===== config.mk =====
export PLATFORM = sky130hd
export DESIGN_NAME = fuse_rd_ctrl
export DESIGN_NICKNAME = d
export VERILOG_FILES = /design/src/rtl/fuse_pkg.sv /design/src/rtl/fuse_array_model.sv /design/src/rtl/fuse_ctrl_reg.sv /design/src/rtl/fuse_rd_ctrl.sv
export SDC_FILE = /design/constraint.sdc
export NUM_CORES = 1
export LEC_CHECK = 0
export BUFFER_PORTS_ARGS = -buffer_cell sky130_fd_sc_hd__buf_2
export CORE_MARGIN = 8
export CORE_UTILIZATION = 30
export CTS_CLUSTER_SIZE = 16
export DETAILED_ROUTE_END_ITERATION = 8
export PLACE_DENSITY_LB_ADDON = 0.2
export SKIP_CTS_REPAIR_TIMING = 1
export SKIP_LAST_GASP = 1
export SLEW_MARGIN = 10
export SYNTH_ARGS = -nofsm -noshare
export SYNTH_HDL_FRONTEND = slang
export SYNTH_SLANG_ARGS = --single-unit

===== constraint.sdc =====
create_clock -name clk -period 4.5 [get_ports clk]
set_clock_uncertainty 0.2 [all_clocks]
set_input_delay 0.225 -clock clk [delete_from_list [all_inputs] [get_ports clk]]
set_output_delay 0.225 -clock clk [all_outputs]
set_load 0.01 [all_outputs]

===== src/rtl/fuse_pkg.sv =====
package fuse_pkg;

    localparam int unsigned CTRL_W    = 32;
    localparam int unsigned FLAG_BIT  = 31;
    localparam int unsigned ADDR_LSB  = 8;
    localparam int unsigned BYTE_W    = 8;
    localparam logic [7:0]  EMPTY_BYTE = 8'hFF;

    // Content pattern of the fuse array model for one bank and address.
    function automatic logic [7:0] fuse_byte(input logic [7:0] bank, input logic [15:0] addr);
        logic [7:0] lo;
        logic [7:0] hi;
        logic [7:0] mix;
        logic [7:0] salt;
        lo   = addr[7:0];
        hi   = addr[15:8];
        mix  = hi * 8'd17;
        salt = bank * 8'h5B;
        return (lo + mix) ^ salt;
    endfunction

endpackage


===== src/rtl/fuse_array_model.sv =====
module fuse_array_model
    import fuse_pkg::*;
#(
    parameter int unsigned ADDR_W      = 10,
    parameter int unsigned ARRAY_BYTES = 768,
    parameter int unsigned BASE_LAT    = 3,
    parameter int unsigned BANK_W      = 1
) (
    input  logic              clk,
    input  logic              rst_n,
    input  logic              req,
    input  logic [ADDR_W-1:0] req_addr,
    input  logic [BANK_W-1:0] req_bank,
    output logic              busy,
    output logic              rsp_valid,
    output logic [BYTE_W-1:0] rsp_data
);

    localparam int unsigned MAX_LAT = BASE_LAT + 3;
    localparam int unsigned CNT_W   = $clog2(MAX_LAT + 1);

    typedef struct packed {
        logic              busy;
        logic [CNT_W-1:0]  cnt;
        logic [ADDR_W-1:0] addr;
        logic [BANK_W-1:0] bank;
    } arr_state_t;

    arr_state_t st_d, st_q;
    logic [CNT_W-1:0] lat;

    always_comb begin
        st_d = st_q;
        lat  = CNT_W'(BASE_LAT) + CNT_W'(req_addr[1:0]);
        if (req) begin
            st_d.busy = 1'b1;
            st_d.cnt  = lat;
            st_d.addr = req_addr;
            st_d.bank = req_bank;
        end else if (st_q.busy) begin
            if (st_q.cnt == CNT_W'(1)) begin
                st_d.busy = 1'b0;
                st_d.cnt  = '0;
            end else begin
                st_d.cnt = st_q.cnt - CNT_W'(1);
            end
        end
    end

    always_ff @(posedge clk) begin
        if (!rst_n) begin
            st_q <= '0;
        end else begin
            st_q <= st_d;
        end
    end

    assign busy      = st_q.busy;
    assign rsp_valid = st_q.busy && (st_q.cnt == CNT_W'(1));
    assign rsp_data  = (32'(st_q.addr) >= ARRAY_BYTES) ? EMPTY_BYTE
                     : fuse_byte(8'(st_q.bank), 16'(st_q.addr));


    req_idle_chk: assert property (@(posedge clk) disable iff (!rst_n)
        req |-> !st_q.busy);


    cnt_range_chk: assert property (@(posedge clk) disable iff (!rst_n)
        st_q.busy |-> (st_q.cnt >= CNT_W'(1) && st_q.cnt <= CNT_W'(MAX_LAT)));

endmodule


===== src/rtl/fuse_ctrl_reg.sv =====
module fuse_ctrl_reg
    import fuse_pkg::*;
#(
    parameter int unsigned ADDR_W = 10,
    parameter int unsigned BANK_W = 1
) (
    input  logic              clk,
    input  logic              rst_n,
    input  logic              reg_wr,
    input  logic              reg_sel,
    input  logic [CTRL_W-1:0] reg_wdata,
    input  logic              rsp_valid,
    input  logic [BYTE_W-1:0] rsp_data,
    output logic              start,
    output logic [ADDR_W-1:0] start_addr,
    output logic [BANK_W-1:0] bank,
    output logic [CTRL_W-1:0] ctrl_word
);

    localparam int unsigned PAD_W = CTRL_W - 1 - ADDR_LSB - ADDR_W;

    typedef struct packed {
        logic              flag;
        logic [ADDR_W-1:0] addr;
        logic [BYTE_W-1:0] data;
        logic [BANK_W-1:0] bank;
    } reg_state_t;

    reg_state_t st_d, st_q;
    logic unused_wdata;

    assign unused_wdata = ^reg_wdata;
    assign start_addr   = reg_wdata[ADDR_LSB +: ADDR_W];

    always_comb begin
        st_d  = st_q;
        start = reg_wr && !reg_sel && !reg_wdata[FLAG_BIT] && st_q.flag;
        if (reg_wr && reg_sel) begin
            st_d.bank = reg_wdata[BANK_W-1:0];
        end
        if (start) begin
            st_d.flag = 1'b0;
            st_d.addr = start_addr;
            st_d.data = '0;
        end else if (rsp_valid) begin
            st_d.flag = 1'b1;
            st_d.data = rsp_data;
        end
    end

    always_ff @(posedge clk) begin
        if (!rst_n) begin
            st_q      <= '0;
            st_q.flag <= 1'b1;
        end else begin
            st_q <= st_d;
        end
    end

    assign bank      = st_q.bank;
    assign ctrl_word = {st_q.flag, {PAD_W{1'b0}}, st_q.addr, st_q.data};


    flag_early_chk: assert property (@(posedge clk) disable iff (!rst_n)
        $rose(st_q.flag) |-> $past(rsp_valid));


    pend_ignore_chk: assert property (@(posedge clk) disable iff (!rst_n)
        (reg_wr && !reg_sel && !st_q.flag) |=> $stable(st_q.addr));


    result_hold_chk: assert property (@(posedge clk) disable iff (!rst_n)
        (st_q.flag && !start) |=> ($stable(st_q.data) && $stable(st_q.addr)));

endmodule


===== src/rtl/fuse_rd_ctrl.sv =====
module fuse_rd_ctrl
    import fuse_pkg::*;
#(
    parameter int unsigned ADDR_W      = 10,
    parameter int unsigned ARRAY_BYTES = 768,
    parameter int unsigned BASE_LAT    = 3,
    parameter int unsigned BANK_W      = 1
) (
    input  logic              clk,
    input  logic              rst_n,
    input  logic              reg_wr,
    input  logic              reg_sel,
    input  logic [31:0]       reg_wdata,
    output logic [31:0]       ctrl_rdata,
    output logic [BANK_W-1:0] bank_rdata
);

    logic              start;
    logic [ADDR_W-1:0] start_addr;
    logic [BANK_W-1:0] bank;
    logic              busy;
    logic              rsp_valid;
    logic [BYTE_W-1:0] rsp_data;

    fuse_ctrl_reg #(
        .ADDR_W (ADDR_W),
        .BANK_W (BANK_W)
    ) u_reg (
        .clk        (clk),
        .rst_n      (rst_n),
        .reg_wr     (reg_wr),
        .reg_sel    (reg_sel),
        .reg_wdata  (reg_wdata),
        .rsp_valid  (rsp_valid),
        .rsp_data   (rsp_data),
        .start      (start),
        .start_addr (start_addr),
        .bank       (bank),
        .ctrl_word  (ctrl_rdata)
    );

    fuse_array_model #(
        .ADDR_W      (ADDR_W),
        .ARRAY_BYTES (ARRAY_BYTES),
        .BASE_LAT    (BASE_LAT),
        .BANK_W      (BANK_W)
    ) u_array (
        .clk       (clk),
        .rst_n     (rst_n),
        .req       (start),
        .req_addr  (start_addr),
        .req_bank  (bank),
        .busy      (busy),
        .rsp_valid (rsp_valid),
        .rsp_data  (rsp_data)
    );

    assign bank_rdata = bank;


    busy_flag_chk: assert property (@(posedge clk) disable iff (!rst_n)
        busy |-> !ctrl_rdata[FLAG_BIT]);

endmodule


==> metrics.csv, run 1 <==
stage,metric,value,unit
timing,fin_tns_setup,0,ns
grt,grt_pass1_vias,1163,
worst_setup_path,cpMostUsedCell,ha_1,
timing,finalSetupViolCount,0,
die,start_util,30.29,%
logic_synthesis,synth_area_per_cell,9.088,sq um
grt,antenna_found_initial,0,
timing,holdWs,-0.002623,ns
status,failed_checks,negative hold slack,
die,die_y,87.13,um
status,status,"complete, but fails checks",
drt,wire_per_inst,12.20,um
logic_synthesis,yosys_register_bits,25,
logic_synthesis,yosys.area.top_type,dfxtp_1,
cts,clk_pin_slew,0.09,ns
timing,fmaxAchievable,0.4409,GHz
finish,fillers,546,
logic_synthesis,netlist_instances,167,
worst_setup_path,start_kind,flop,
finish,syn_to_final_growth,13.03,%
cts,cts.sinks,25,
logic_synthesis,seq_area_frac_synth,32.98,%
flow_run,maxCapViolCount,0,
die,rows,26,
worst_setup_path,crit_buf_inv,1,
placement,gp_congestion,0.7157,
finish,regArea,500.5,sq um
timing,rsz0062_at_grt,no,
cts,root_buffer,clkbuf_8,
hold_path,hold_path_depth,3,
finish,multi_input_area,825.8,sq um
placement,hpwlAfterDp,2489,um
cts,cts_tree,done,
logic_synthesis,ys_warn_count,0,
drt,num_vias,1098,
worst_setup_path,slowest_stage,fa_1,
grt,grt_pass1_wl,5347,um
logic_synthesis,ys_types,36,
timing,finalHoldViolCount,1,
worst_setup_path,arrival,2.22,ns
finish,finalInstanceArea,1715,sq um
drt,ant_nets,0,
worst_setup_path,end_kind,flop,
timing,fin_crit,2.268,ns
logic_synthesis,synth_top_area_share,32.98,%
worst_setup_path,crit_fanout,5,
grt,grt_overflow,0,
drt,routed_wl,3234,um
hold_path,worstHoldPathType,input port to flop,
worst_setup_path,r2r_slack,2.23,ns
grt,grt_max_degree,19,
die,die_x,87.13,um
timing,timing.final.crit_share,50.41,%
grt,grtUsageTotal,8.840,%
cts,cts_buffer_depth,2,
worst_setup_path,rr_startpoint,u_reg.ctrl_word[17]$_SDFFE_PN0P_,
drt,dr.pass1.iters,4,
power,p_per_area,254.9,nW/um^2
worst_setup_path,crit_path_max_incr_delay,0.41,ns
worst_setup_path,cp_top_family,adder cells,
finish,n_antenna_cell,0,
logic_synthesis,netlist_area,1518,sq um
power,vdd_drop_max,0.1109,mV
finish,finalNetCount,244,
worst_setup_path,crit_type,flop to flop,
timing,drv_slew,0,
worst_setup_path,cp_cell_sequence,ha_1 -> ha_1 -> inv_1 -> fa_1 -> nand3b_2 -> o21ai_2 -> xnor2_1 -> a21oi_1,
drt,vias_per_cell,4.143,
power,p_leak,0.7725,nW
die,core-area,5010,sq um
die,io_pins,69,
drt,drc,0,
placement,placed_cell_area,1619,sq um
cts,h-tree-depth,1,
logic_synthesis,synthTopCellsByArea,"dfxtp_1, buf_4, ha_1",
placement,portBuffers,35,
die,dieArea,7591,sq um
finish,drive_gt1_share,28.72,%
hold_path,min_from,reg_wdata[10],
worst_setup_path,required,4.45,ns
worst_setup_path,r2r_end,u_reg.ctrl_word[7]$_SDFFE_PP0P_,
drt,drt_iter0_drc,30,
cts,cts_buffers,3,
cts,clkLatencyLatePin,0.27,ns
hold_path,worstHoldEndpoint,u_reg.ctrl_word[10]$_SDFFE_PN0P_,
worst_setup_path,ff2ff_path_depth,8,
[cells by family (layout without fill, tap and decap cells)]
kind of cell | after synthesis | in the layout | share of synthesized area (%)
simple gates | 42 | 42 | 14.18
compound gates | 40 | 40 | 20.20
other cells | 1 | 13 | 0.2471
xor+xnor | 10 | 10 | 5.771
fa+ha+maj | 12 | 12 | 10.39
flops | 25 | 25 | 32.98
mux | 1 | 1 | 0.6595
buf+inv | 36 | 52 | 15.58
[power breakdown]
part | switching [mW] | internal, mW | leakage, nW | total [mW]
Combinational | 0.0357 | 0.0301 | 0.544 | 0.0658
Clock | 0.0728 | 0.0619 | 0.0255 | 0.135
Sequential | 0.00788 | 0.229 | 0.203 | 0.237
Total | 0.116 | 0.321 | 0.773 | 0.437
[registers in the layout, summed over array words and instances (netlist names)]
| register | count |
|---|---|
| u_reg.ctrl_word | 19 |
| u_array.st_q | 4 |
| u_array.busy | 1 |
| u_reg.bank | 1 |
[through the flow]
| step | utilization, % | hold slack [ns] | power (mW) | setup slack, ns | cells |
|---|---|---|---|---|---|
| CTS | 33.24 | -0.02153 | 0.4432 | 2.193 | 260 |
| global placement | 32.32 | 0.2788 | 0.3045 | 2.217 | 256 |
| global route | 34.24 | 0.002649 | 0.4672 | 2.092 | 265 |
| floorplan | - | 0.1698 | 0.2971 | 2.391 | 179 |
| detailed placement | 32.32 | 0.2794 | 0.3051 | 2.220 | 256 |
| finish | 34.24 | -0.002623 | 0.4372 | 2.232 | 265 |
[final cells by class]
type | instances | share of cell area (%)
multi-input combinational | 118 | 48.14
sequential | 25 | 29.18
timing repair buffer | 40 | 13.13
tap | 70 | 5.106
clock buffer | 3 | 2.407
inverter | 8 | 1.751
clock inverter | 1 | 0.2918
[worst min-delay path, stage by stage]
cell and delay [ns]:
buf_2 0.09, nand2_1 0.06, a21boi_2 0.04
[synth_stat cells]
cell type / n
ha_1: 11
dfxtp_1: 25
nand3_1: 1
buf_2: 3
nand2_1: 30
buf_4: 23
and4bb_4: 1
a211oi_4: 1
and3_1: 1
inv_2: 1
nor2b_1: 1
a41oi_2: 1
fa_1: 1
buf_8: 1
nand3b_2: 1
a21boi_2: 9
a21o_1: 1
mux2i_1: 1
o21ai_1: 1
nor2_2: 1
xnor2_1: 9
and2_0: 1
nand2b_1: 1
inv_1: 7
nand4bb_4: 1
a21oi_1: 12
clkbuf_1: 1
o21ai_0: 8
xor2_1: 1
a21boi_0: 3
a211oi_1: 1
o21ai_2: 1
o211a_1: 1
conb_1: 1
nor2_1: 3
o21a_1: 1
[worst max path at each step]
stage / slack [ns] / depth (start not counted) / start / end
after CTS: 2.19 / 8 / u_reg.ctrl_word[17]$_SDFFE_PN0P_ / u_reg.ctrl_word[7]$_SDFFE_PP0P_
after global routing: 2.09 / 8 / u_reg.ctrl_word[17]$_SDFFE_PN0P_ / u_reg.ctrl_word[7]$_SDFFE_PP0P_
after global placement: 2.22 / 8 / u_reg.ctrl_word[17]$_SDFFE_PN0P_ / u_reg.ctrl_word[7]$_SDFFE_PP0P_
after floorplan: 2.39 / 8 / u_reg.ctrl_word[17]$_SDFFE_PN0P_ / u_reg.ctrl_word[7]$_SDFFE_PP0P_
after detailed placement: 2.22 / 8 / u_reg.ctrl_word[17]$_SDFFE_PN0P_ / u_reg.ctrl_word[7]$_SDFFE_PP0P_
final: 2.23 / 8 / u_reg.ctrl_word[17]$_SDFFE_PN0P_ / u_reg.ctrl_word[7]$_SDFFE_PP0P_
[metal layers]
| metal | wire (um) | track usage [%] |
|---|---|---|
| met4 | 40 | 4.219 |
| met3 | 202 | 1.887 |
| met2 | 1469 | 14.57 |
| met5 | 0 | 0 |
| met1 | 1522 | 10.61 |
[layout by cell type (no fill, tap or decap), types with 3 or more instances in the layout]
cell type | netlist | routed
xnor2_1 | 9 | 9
ha_1 | 11 | 11
conb_1 | 1 | 13
buf_2 | 3 | 35
nand2_1 | 30 | 30
a21boi_2 | 9 | 9
clkbuf_8 | 0 | 3
dfxtp_1 | 25 | 25
o21ai_0 | 8 | 8
a21boi_0 | 3 | 3
dlygate4sd3_1 | 0 | 5
a21oi_1 | 12 | 12
nor2_1 | 3 | 3
inv_1 | 7 | 7
No activity file was read; power rests on OpenSTA's default activity.
==> run 2, diff against run 1 <==
- clock period: 4.5 -> 2.2 ns (I/O delays scaled with it)
==> run 2 against run 1 <==
  * Fmax rose by 13%
  * Critical path type unchanged
  * Setup slack worse by 2.0 ns
  * The run now ends clean
  * Wire length rose by 0.80%
  * First-iteration DRC count is 60% lower
==> metrics.csv, run 2 (same netlist as run 1, synthesis figures left out) <==
stage,metric,value,unit,change
finish,fillers,543,,-0.55%
timing,fin_ws,0.1880,ns,-2.044 ns
finish,layout_commonest_cell,buf_2,,
cts,root_buffer,clkbuf_8,,
die,start_util,30.29,%,unchanged
grt,grtUsageTotal,8.637,%,-0.20 points
timing,holdWs,0.1806,ns,+0.1832 ns
finish,syn_to_final_growth,21.85,%,
power,p_leak,0.8420,nW,+9.0%
finish,largest_reg_flops,19,,unchanged
power,vdd_drop_max,0.1972,mV,+78%
timing,rsz0062_at_grt,no,,
placement,pre_cts_slack,0.04409,ns,-2.176 ns
drt,vias_per_cell,4.065,,-1.9%
cts,cts_tree,done,,
status,status,finished clean,,
cts,cts_buffer_depth,2,,unchanged
grt,grt_max_degree,19,,unchanged
timing,fin_tns_setup,0,ns,unchanged
flow_run,maxCapViolCount,0,,unchanged
worst_setup_path,crit_path_max_incr_delay,0.34,ns,-0.07 ns
die,die_y,87.13,um,unchanged
die,core-area,5010,sq um,unchanged
finish,layout_common_cells,"buf_2, nand2_1, dfxtp_1, dlygate4sd3_1, conb_1",,
timing,fin_crit,2.012,ns,-0.2562 ns
drt,wire_per_inst,11.73,um,-3.9%
worst_setup_path,crit_fanout,3,,-2
worst_setup_path,required,2.16,ns,-2.29 ns
cts,h-tree-depth,1,,unchanged
drt,num_vias,1130,,+2.9%
cts,cts.sinks,25,,unchanged
drt,ant_nets,0,,unchanged
drt,drc,0,,unchanged
power,p_per_area,498.9,nW/um^2,+96%
timing,drv_slew,0,,unchanged
timing,fmaxAchievable,0.4970,GHz,+13%
timing,finalSetupViolCount,0,,unchanged
timing,timing.final.crit_share,91.46,%,+41 points
placement,portBuffers,35,,unchanged
worst_setup_path,cp_cell_sequence,ha_1 -> ha_1 -> inv_1 -> fa_2 -> nand3b_4 -> o21ai_2 -> xnor2_1 -> a21oi_1,,
worst_setup_path,cpMostUsedCell,ha_1,,
worst_setup_path,end_kind,flop,,
die,die_x,87.13,um,unchanged
drt,routed_wl,3260,um,+0.80%
hold_path,worstHoldPathType,input port to flop,,
drt,drt_iter0_drc,12,,-60%
grt,grt_pass1_vias,1103,,-5.2%
placement,gp_congestion,0.7170,,+0.18%
worst_setup_path,crit_type,flop to flop,,
placement,place_inst,260,,+1.6%
finish,postLayoutCoreUtil,36.91,%,+2.7 points
die,dieArea,7591,sq um,unchanged
finish,fin_cells,278,,+4.9%
timing,finalHoldViolCount,0,,-1
grt,antenna_found_initial,0,,unchanged
worst_setup_path,slowest_stage,dfxtp_1,,
placement,hpwlAfterDp,2455,um,-1.4%
finish,drive_gt1_share,29.33,%,+0.61 points
drt,dr.pass1.iters,4,,unchanged
finish,finalNetCount,257,,+5.3%
worst_setup_path,arrival,1.97,ns,-0.25 ns
cts,clkLatencyLatePin,0.27,ns,about the same
die,rows,26,,unchanged
worst_setup_path,start_kind,flop,,
cts,clk_pin_slew,0.10,ns,about the same
cts,cts_buffers,3,,unchanged
die,io_pins,69,,unchanged
finish,n_antenna_cell,0,,unchanged
grt,grt_pass1_wl,5147,um,-3.7%
grt,grt_overflow,0,,unchanged
## run 2: cell count changes in the layout (fill, tap and decap cells not counted), sizes merged
cell,delta
clkinvlp,+1
buf,+4
clkinv,-1
dlygate4sd3,+9
## run 2: stage by stage
| stage | power (mW) | cell area [sq um] |
|---|---|---|
| global route | 0.9726 | 1849 |
| CTS | 0.9176 | 1698 |
| finish | 0.9226 | 1849 |
| global placement | 0.6262 | 1649 |
| floorplan | 0.6077 | 1563 |
| detailed placement | 0.6257 | 1649 |
## run 2: worst paths after layout
kind,endpoint,start,slack [ns],depth (start not counted)
max,u_reg.ctrl_word[7]$_SDFFE_PP0P_,u_reg.ctrl_word[9]$_SDFFE_PN0P_,0.19,8
min,u_reg.ctrl_word[11]$_SDFFE_PN0P_,reg_sel,0.18,4
max reg2reg,u_reg.ctrl_word[7]$_SDFFE_PP0P_,u_reg.ctrl_word[9]$_SDFFE_PN0P_,0.19,8
min reg2reg,u_reg.ctrl_word[13]$_SDFFE_PN0P_,u_reg.ctrl_word[13]$_SDFFE_PN0P_,0.29,2
## run 2: critical path, delay by kind of cell, from the launching register on
kind / cells / cell delay (ns)
DFF: 1 / 0.34
AOI/OAI and AO/OA: 2 / 0.23
buffers and inverters: 1 / 0.06
and+or+nand+nor: 1 / 0.17
xor gates and xnor gates: 1 / 0.12
adders and majority gates: 3 / 0.79
## run 2: report_power, final
part           total (mW)  internal (mW)  switching (mW)
Sequential          0.483          0.468          0.0144
Clock               0.289          0.129           0.161
Combinational       0.151         0.0738          0.0767
## run 2: final cells by class
type                            count  area, sq um  share of cell area, %
Clock buffer                        3        41.29                  2.233
Tap cell                           70        87.58                  4.736
Multi-Input combinational cell    118        837.1                  45.26
Timing Repair Buffer               53        345.3                  18.67
Sequential cell                    25        500.5                  27.06
Inverter                            8        30.03                  1.624
Clock inverter                      1        7.507                 0.4060
## run 2: metal layers
| layer | track usage, % | up-vias | routed length [um] |
|---|---|---|---|
| met5 | 0 | - | 0 |
| met4 | 4.219 | 0 | 40 |
| met3 | 1.604 | 2 | 188 |
| met2 | 14.09 | 26 | 1447 |
| met1 | 10.59 | 502 | 1583 |
| li1 | - | 600 | - |
==> run 3, diff against run 2 <==
- BUFFER_PORTS_ARGS: -buffer_cell sky130_fd_sc_hd__buf_2 -> -buffer_cell sky130_fd_sc_hd__clkbuf_2
- clock period: 2.2 -> 2.6 ns (I/O delays scaled with it)
==> run 3 against run 2 <==
  * The run now ends with negative hold slack left
  * Hold slack got worse by 0.19 ns
  * Flip-flop and latch count did not move
  * Fmax decreased by 8.3%
  * Critical path depth unchanged
  * Count of clock-buffer cells in the layout unchanged
  * First-iteration DRC count rose to 3.5 times the previous value
  * Non-clock buffer count is 4 lower
  * Clock power fell by 17%
  * Combinational power decreased by 17%
  * Critical path type unchanged
  * Largest cell class unchanged
==> metrics.csv, run 3 (same netlist as run 1, synthesis figures left out) <==
stage,metric,value,unit,change
status,status,"complete, but fails checks",,
status,failed_checks,negative hold slack,,
worst_setup_path,crit_fanout,3,,unchanged
die,dieArea,7591,sq um,unchanged
finish,layout_common_cells,"clkbuf_2, nand2_1, dfxtp_1, conb_1",,
power,p_per_area,429.9,nW/um^2,-14%
grt,grtUsageTotal,8.863,%,+0.23 points
drt,ant_nets,0,,unchanged
die,core-area,5010,sq um,unchanged
grt,antenna_found_initial,0,,unchanged
drt,drc,0,,unchanged
cts,cts_tree,done,,
timing,rsz0062_at_grt,no,,
placement,pre_cts_slack,0.3977,ns,+0.3536 ns
placement,gp_congestion,0.7034,,-1.9%
drt,vias_per_cell,4.102,,+0.92%
drt,wl_met2,1569,um,+8.4%
finish,finalNetCount,253,,-1.6%
flow_run,maxCapViolCount,0,,unchanged
die,die_y,87.13,um,unchanged
finish,n_antenna_cell,0,,unchanged
worst_setup_path,required,2.55,ns,+0.39 ns
finish,drive_gt1_share,28.43,%,-0.90 points
drt,dr.pass1.iters,2,,-2
die,die_x,87.13,um,unchanged
timing,fin_ws,0.4057,ns,+0.2178 ns
placement,placed_cell_area,1634,sq um,-0.91%
placement,hpwlAfterDp,2557,um,+4.1%
worst_setup_path,arrival,2.14,ns,+0.17 ns
drt,routed.top_layer,met4,,
finish,layout_commonest_cell,clkbuf_2,,
die,rows,26,,unchanged
timing,holdWs,-0.01406,ns,-0.1946 ns
timing,finalHoldViolCount,1,,+1
grt,grt_max_degree,19,,unchanged
timing,fin_crit,2.194,ns,+0.1822 ns
die,io_pins,69,,unchanged
worst_setup_path,start_kind,flop,,
worst_setup_path,crit_type,flop to flop,,
power,p_leak,0.7983,nW,-5.2%
drt,routed_wl,3336,um,+2.3%
placement,portBuffers,35,,unchanged
cts,clk_pin_slew,0.09,ns,about the same
cts,clkLatencyLatePin,0.27,ns,about the same
timing,fmaxAchievable,0.4557,GHz,-8.3%
cts,root_buffer,clkbuf_8,,
drt,dr_wl_met3,205,um,+9.0%
cts,cts_buffer_depth,2,,unchanged
hold_path,worstHoldPathType,input port to flop,,
cts,cts.sinks,25,,unchanged
grt,grt_pass1_wl,5230,um,+1.6%
power,vdd_drop_max,0.1766,mV,-10%
cts,cts_buffers,3,,unchanged
die,start_util,30.29,%,unchanged
timing,drv_slew,0,,unchanged
finish,fin_cells,274,,-1.4%
grt,grt_overflow,0,,unchanged
placement,place_inst,258,,-0.77%
drt,drt_iter0_drc,42,,+30
drt,wire_per_inst,12.18,um,+3.8%
timing,finalSetupViolCount,0,,unchanged
finish,largest_reg_flops,19,,unchanged
finish,finalInstanceArea,1800,sq um,-2.6%
drt,num_vias,1124,,-0.53%
drt,wl_met1,1520,um,-4.0%
timing,timing.final.crit_share,84.40,%,-7.1 points
timing,fin_tns_setup,0,ns,unchanged
grt,grt_pass1_vias,1107,,+0.36%
worst_setup_path,end_kind,flop,,
cts,h-tree-depth,1,,unchanged
finish,syn_to_final_growth,18.63,%,
run 3: metrics by stage:
| stage | utilization [%] | total power, mW |
|---|---|---|
| floorplan | - | 0.5142 |
| global placement | 32.62 | 0.5288 |
| detailed placement | 32.62 | 0.5296 |
| CTS | 33.54 | 0.7710 |
| global route | 35.94 | 0.8156 |
| finish | 35.94 | 0.7741 |
run 3: cell type report:
class | count | area [sq um]
clock buffers | 3 | 41.29
clock inverters | 1 | 5.005
fillers | 564 | 3209
inverters | 8 | 30.03
multi-input cells | 118 | 825.8
flip-flops and latches | 25 | 500.5
well taps | 70 | 87.58
repair buffers | 49 | 310.3
run 3: report_power, final:
part	internal (mW)	switching, mW	total [mW]	leakage (nW)
logic	0.0598	0.0653	0.125	0.570
registers	0.396	0.0122	0.408	0.203
clock network	0.107	0.133	0.241	0.0255
total	0.563	0.211	0.774	0.798
run 3: final timing paths:
path | startpoint | endpoint | slack [ns] | cells past startpoint
hold / removal | reg_sel | u_reg.bank$_SDFFE_PN0P_ | -0.01 | 4
setup / recovery | u_reg.ctrl_word[9]$_SDFFE_PN0P_ | u_reg.ctrl_word[7]$_SDFFE_PP0P_ | 0.41 | 8
hold reg to reg | u_reg.bank$_SDFFE_PN0P_ | u_array.st_q[0]$_SDFFE_PN0P_ | 0.29 | 2
setup reg to reg | u_reg.ctrl_word[9]$_SDFFE_PN0P_ | u_reg.ctrl_word[7]$_SDFFE_PP0P_ | 0.41 | 8
run 3: layer usage:
layer  up-vias  GRT usage [%]
met3         2          2.358
met1       504          10.41
met2        26          14.57
li1        592              -
met5         -              0
met4         0          4.219
run 3: worst max-delay path: stages (launching register included):
cell      delay [ns]
dfxtp_1         0.34
ha_1            0.28
ha_1            0.16
inv_1           0.06
fa_1            0.41
nand3b_2        0.26
o21ai_2         0.16
xnor2_1         0.13
a21oi_1         0.08
